## src/rtl/prog_seq_pkg.sv

```systemverilog
package prog_seq_pkg;

  typedef enum logic [2:0] {
    SEQ_NEXT = 3'd0,
    SEQ_GOTO = 3'd1,
    SEQ_CALL = 3'd2,
    SEQ_RET  = 3'd3,
    SEQ_RETI = 3'd4
  } seq_cmd_e;

  // one-cycle strobes from control to datapath, valid at the phase-end edge
  typedef struct packed {
    logic step;     // pc + 1
    logic loadLow;  // computed jump from bus write
    logic jump;     // jump or call target
    logic push;     // push pc + 1
    logic pop;      // load pc from stack top
    logic vector;   // load interrupt vector
    logic latchWr;  // write high-address latch
  } seq_strobe_t;

endpackage

```

## src/rtl/prog_seq_ctrl.sv

```systemverilog
module prog_seq_ctrl
  import prog_seq_pkg::*;
#(
  parameter int PHASES = 4
) (
  input  logic                        clk,
  input  logic                        rstN,
  input  logic [2:0]                  cmd,
  input  logic                        regWrEn,
  input  logic                        regSel,
  input  logic                        irqReq,
  output logic [$clog2(PHASES)-1:0]   phase,
  output logic                        flush,
  output logic                        inService,
  output seq_strobe_t                 strobe
);

  localparam int PH_W = $clog2(PHASES);
  localparam logic [PH_W-1:0] LAST_PH = PH_W'(PHASES - 1);

  logic [PH_W-1:0] phaseQ;
  logic            flushQ;
  logic            inSvcQ;
  logic            boundary;
  logic            active;
  logic            irqHit;
  logic            retiHit;
  logic            changeFlow;

  assign boundary = (phaseQ == LAST_PH);
  assign active   = boundary && !flushQ;

  always_ff @(posedge clk) begin
    if (!rstN) phaseQ <= '0;
    else if (boundary) phaseQ <= '0;
    else phaseQ <= phaseQ + PH_W'(1);
  end

  always_comb begin
    strobe  = '0;
    irqHit  = 1'b0;
    retiHit = 1'b0;
    strobe.latchWr = active && regWrEn && regSel;
    if (active && regWrEn && !regSel) begin
      strobe.loadLow = 1'b1;
    end else if (active) begin
      case (seq_cmd_e'(cmd))
        SEQ_GOTO: strobe.jump = 1'b1;
        SEQ_CALL: begin
          strobe.jump = 1'b1;
          strobe.push = 1'b1;
        end
        SEQ_RET:  strobe.pop = 1'b1;
        SEQ_RETI: begin
          strobe.pop = 1'b1;
          retiHit    = 1'b1;
        end
        default: begin
          if (irqReq && !inSvcQ) begin
            strobe.push   = 1'b1;
            strobe.vector = 1'b1;
            irqHit        = 1'b1;
          end else begin
            strobe.step = 1'b1;
          end
        end
      endcase
    end
  end

  assign changeFlow = strobe.loadLow | strobe.jump | strobe.pop | strobe.vector;

  always_ff @(posedge clk) begin
    if (!rstN) begin
      flushQ <= 1'b0;
      inSvcQ <= 1'b0;
    end else begin
      if (boundary) flushQ <= changeFlow;
      if (irqHit) inSvcQ <= 1'b1;
      else if (retiHit) inSvcQ <= 1'b0;
    end
  end

  assign phase     = phaseQ;
  assign flush     = flushQ;
  assign inService = inSvcQ;

endmodule

```

## src/rtl/prog_seq_path.sv

```systemverilog
module prog_seq_path
  import prog_seq_pkg::*;
#(
  parameter int          PC_W   = 13,
  parameter int          DATA_W = 8,
  parameter int          TGT_W  = 11,
  parameter int          DEPTH  = 8,
  parameter logic [31:0] VECTOR = 32'h4
) (
  input  logic              clk,
  input  logic              rstN,
  input  seq_strobe_t       strobe,
  input  logic [TGT_W-1:0]  jumpTgt,
  input  logic [DATA_W-1:0] wrData,
  input  logic              regSel,
  output logic [DATA_W-1:0] rdData,
  output logic [PC_W-1:0]   pc
);

  localparam int HI_W  = PC_W - DATA_W;
  localparam int SEL_W = PC_W - TGT_W;
  localparam int SP_W  = $clog2(DEPTH);

  logic [PC_W-1:0] pcQ;
  logic [HI_W-1:0] latchQ;
  logic [SP_W-1:0] spQ;
  logic [PC_W-1:0] stackQ [DEPTH];
  logic [PC_W-1:0] retAddr;
  logic [PC_W-1:0] jumpAddr;
  logic [PC_W-1:0] popAddr;
  logic [SP_W-1:0] topIdx;

  assign retAddr = pcQ + PC_W'(1);
  assign topIdx  = spQ - SP_W'(1);
  assign popAddr = stackQ[topIdx];

  generate
    if (SEL_W > 0) begin : g_paged
      assign jumpAddr = {latchQ[HI_W-1 -: SEL_W], jumpTgt};
    end else begin : g_flat
      assign jumpAddr = jumpTgt[PC_W-1:0];
    end
  endgenerate

  always_ff @(posedge clk) begin
    if (!rstN) begin
      pcQ <= '0;
    end else if (strobe.loadLow) begin
      pcQ <= {latchQ, wrData};
    end else if (strobe.jump) begin
      pcQ <= jumpAddr;
    end else if (strobe.pop) begin
      pcQ <= popAddr;
    end else if (strobe.vector) begin
      pcQ <= PC_W'(VECTOR);
    end else if (strobe.step) begin
      pcQ <= retAddr;
    end
  end

  always_ff @(posedge clk) begin
    if (!rstN) latchQ <= '0;
    else if (strobe.latchWr) latchQ <= wrData[HI_W-1:0];
  end

  always_ff @(posedge clk) begin
    if (!rstN) begin
      spQ <= '0;
      for (int i = 0; i < DEPTH; i++) stackQ[i] <= '0;
    end else if (strobe.push) begin
      for (int i = 0; i < DEPTH; i++)
        if (spQ == SP_W'(i)) stackQ[i] <= retAddr;
      spQ <= spQ + SP_W'(1);
    end else if (strobe.pop) begin
      spQ <= topIdx;
    end
  end

  assign rdData = regSel ? DATA_W'(latchQ) : pcQ[DATA_W-1:0];
  assign pc     = pcQ;

endmodule

```

## src/rtl/prog_sequencer.sv

```systemverilog
module prog_sequencer
  import prog_seq_pkg::*;
#(
  parameter int          PC_W   = 13,
  parameter int          DATA_W = 8,
  parameter int          TGT_W  = 11,
  parameter int          DEPTH  = 8,
  parameter int          PHASES = 4,
  parameter logic [31:0] VECTOR = 32'h4
) (
  input  logic                      clk,
  input  logic                      rstN,
  input  logic [2:0]                cmd,
  input  logic [TGT_W-1:0]          jumpTgt,
  input  logic                      irqReq,
  input  logic                      regWrEn,
  input  logic                      regSel,
  input  logic [DATA_W-1:0]         wrData,
  output logic [DATA_W-1:0]         rdData,
  output logic [PC_W-1:0]           pc,
  output logic [$clog2(PHASES)-1:0] phase,
  output logic                      flush
);

  seq_strobe_t seqStrobe;
  logic        ctrlInSvc;

  prog_seq_ctrl #(.PHASES(PHASES)) u_ctrl (
    .clk       (clk),
    .rstN      (rstN),
    .cmd       (cmd),
    .regWrEn   (regWrEn),
    .regSel    (regSel),
    .irqReq    (irqReq),
    .phase     (phase),
    .flush     (flush),
    .inService (ctrlInSvc),
    .strobe    (seqStrobe)
  );

  prog_seq_path #(
    .PC_W(PC_W), .DATA_W(DATA_W), .TGT_W(TGT_W), .DEPTH(DEPTH), .VECTOR(VECTOR)
  ) u_path (
    .clk     (clk),
    .rstN    (rstN),
    .strobe  (seqStrobe),
    .jumpTgt (jumpTgt),
    .wrData  (wrData),
    .regSel  (regSel),
    .rdData  (rdData),
    .pc      (pc)
  );

endmodule

```

## config.mk

```make
export PLATFORM = sky130hd
export DESIGN_NAME = prog_sequencer
export DESIGN_NICKNAME = d
export VERILOG_FILES = /design/src/rtl/prog_seq_pkg.sv /design/src/rtl/prog_seq_ctrl.sv /design/src/rtl/prog_seq_path.sv /design/src/rtl/prog_sequencer.sv
export SDC_FILE = /design/constraint.sdc
export NUM_CORES = 1
export LEC_CHECK = 0
export BUFFER_PORTS_ARGS = -buffer_cell sky130_fd_sc_hd__buf_2
export CORE_MARGIN = 1.5
export CORE_UTILIZATION = 40
export CTS_BUF_LIST = sky130_fd_sc_hd__clkbuf_8
export DETAILED_ROUTE_END_ITERATION = 12
export HOLD_SLACK_MARGIN = 0.12
export PLACE_DENSITY = 0.64
export REMOVE_ABC_BUFFERS = 1
export SLEW_MARGIN = 10
export SYNTH_ARGS = -nofsm -noshare
export SYNTH_HDL_FRONTEND = slang
export SYNTH_SLANG_ARGS = --single-unit
export TNS_END_PERCENT = 1
```

## constraint.sdc

```tcl
create_clock -name clk -period 2.6 [get_ports clk]
set_input_delay 0.26 -clock clk [delete_from_list [all_inputs] [get_ports clk]]
set_output_delay 0.26 -clock clk [all_outputs]
set_load 0.02 [all_outputs]
```

==> run metrics <==
outcome completed; WP buf/inv 2; setup TNS 0 ns; Post-Layout Inst Area 7380 µm²; crit share post-route 93.4%; Final Instance Count excl. Fillers 831; root buf cell clkbuf_8; Max clock buf depth 2; Post-synth EDFFs about 100; DR pass1 iterations 5; MaxCap Viol Count 0; largest net degree at the start of global routing 27; vias in the first global route 4610; HP Class in -> reg; Worst path top cell family by delay simple AND/OR/NAND/NOR gates; dominant synthesized flop cell edfxtp_1; via count 4610; commonest non-fill, non-tap cell in the layout edfxtp_1; P per Cell Area 643 nW/µm²; Peak VDD IR roughly 0.32 mV; Die Area 16500 µm²; most area-hungry cell type in the Yosys netlist edfxtp_1; Place WS 0.107 ns; htree depth 4; Synth Cell Area 6280 µm²; initial DRC count 560; Final WS setup 0.172 ns; CP Data Arrival Time 2.59 ns; asr flop ratio synth 0%; synth top area cells edfxtp_1, dfxtp_1, nor2_1; clk_skew 0.0123 ns; #FFs+latches synth around 130; Final nets 644; Final GP Congestion 0.901; Synth top area share 49.7%; register area 3620 µm²; initial antenna violation count 0; required time of the critical path 2.77 ns; Yosys cell types 50; Max Clock Freq 412 MHz; n_diodes 0; # DRC 0; Post-DP Area 6890 µm²; syn avg cell area 11.7 µm²; worst skew pair latency 0.45 ns; critical path type reg -> reg; Fill cells 1397; Clock Pin Slew Worst Setup and Hold Paths 0.07 ns; Seq/Total Area, Yosys between 50 and 60%; critical path capture point type register; hold-critical path depth 3; CP max stage cell a2111oi_4; footprint of the multi-input gates about 2500 µm²; Max transition margin 52.2%; fin. max-slew vios 0; Die X 128 µm; global-route wire length before repair 25.7 mm; DR WL/cell 19.6 µm; I/O pins 51; vias per cell 5.55; worst-case reg-to-reg path depth 8; total gr overflow 0; Starting Density between 40% and 50%; # rows 45; chip height about 130 µm; Power Total 4740 µW; core area 15300 µm²; worst-path fanout max 9; DRT antenna net count 0; most used cell, CP nand2_1; CP peak stage delay ~0.55 ns; Layout area overhead 17.4%; CP startpoint kind register; number of CTS-inserted buffers 17; YS warnings 0; Post-Route WL ~16 mm; Slew @ Worst Pin 0.713 ns; number of instances in the placed design just under 800; gr usage total about a fifth; critical-path cell list ha_1 > and2b_1 > nand2_1 > a2111oi_4 > buf_4 > nand2_1 > nand2_1 > buf_12; Sink Count 129; final setup fails 0; layout cell share with drive strength beyond 1 21.9%; Hold Violations, Final 0; minimum clock period 2.43 ns; commonest cells after routing, fill and taps aside edfxtp_1, nor2_1, buf_2; Critical Path Stages 8; Port Buffers 50; Post-Syn Instances 536; Leak 0.00282 µW; CTS tree yes; RSZ-0062 raised after global routing no; Final HPWL DP ~12 mm
==> cell usage after synthesis (14+ instances only) <==
cell type	instances
clkbuf_1	14
nor2_1	96
buf_2	15
edfxtp_1	104
nand2b_1	14
inv_1	17
mux2i_1	27
o21ai_0	17
nand2_1	40
dfxtp_1	25
==> stage by stage <==
step	util (%)	hold WS (ns)
detailed placement	45.2	0.450
finish	48.4	0.160
floorplan	-	0.384
CTS	48.3	0.132
global placement	45.2	0.432
global route	48.4	0.161
==> sequential cells by signal (all words and copies together), names as in the netlist <==
signal / flops
u_path.latchQ: 5
u_path.pc: 13
u_path.stackQ: 104
u_ctrl.flush: 1
u_ctrl.phase: 2
u_path.spQ: 3
u_ctrl.inService: 1
==> cells by family (layout without fill, tap and decap cells) <==
logic type / count (synthesis) / after routing / share of synthesized area (%)
xor gates and xnor gates: 15 / 15 / 2.21
and+or+nand+nor: 197 / 197 / 14.1
adders and majority gates: 9 / 9 / 1.79
DFF: 129 / 129 / 57.7
AOI/OAI and AO/OA: 87 / 87 / 10.2
muxes: 51 / 51 / 10.8
buffers and inverters: 48 / 132 / 3.23
==> metal layers <==
| layer | vias up | global-route usage, % | part of all wire [%] |
|---|---|---|---|
| met1 | 2284 | 28.5 | 45 |
| met3 | 13 | 5.11 | 6.5 |
| met2 | 192 | 33.7 | 47 |
| met5 | - | 0 | 0 |
| met4 | 0 | 5.29 | 1.0 |
| li1 | 2121 | - | - |
==> repair_timing <==
item | 4_1_cts | 5_1_grt
buffers inserted | 0 | 0
hold endpoints to repair | 8 | 0
setup endpoints to repair | 0 | 13
hold buffers | 6 | 0
resized for setup | 0 | 1
==> where the power goes <==
part           switching (µW)  internal, µW  total, µW
clock network             827          1040       1870
logic                     316           198        513
registers                53.1          2310       2360
==> worst reg2reg max path, cell delays in order (launching register included) <==
cell       delay, ns
dfxtp_1         0.37
ha_1            0.23
and2b_1         0.16
nand2_1         0.15
a2111oi_4       0.55
buf_4           0.22
nand2_1         0.05
nand2_1         0.24
buf_12          0.17
==> worst paths after layout <==
kind	from	to	slack, ns
worst max-delay path	u_ctrl.phase[0]	u_path.stackQ[7][8]	0.17
worst min-delay path	jumpTgt[4]	u_path.pc[4]	0.16
worst max register to register	u_ctrl.phase[0]	u_path.stackQ[7][8]	0.17
worst min register to register	u_ctrl.phase[0]	u_ctrl.phase[0]	0.48
==> layout make-up <==
cell class / instances / area share (%)
Clock buffer: 17 / 3.17
Clock inverter: 14 / 2.56
Inverter: 18 / 0.916
Multi-Input combinational cell: 359 / 33.4
Sequential cell: 129 / 49.1
Tap cell: 211 / 3.58
Timing Repair Buffer: 83 / 7.29
(Power assumes the default switching activity.)
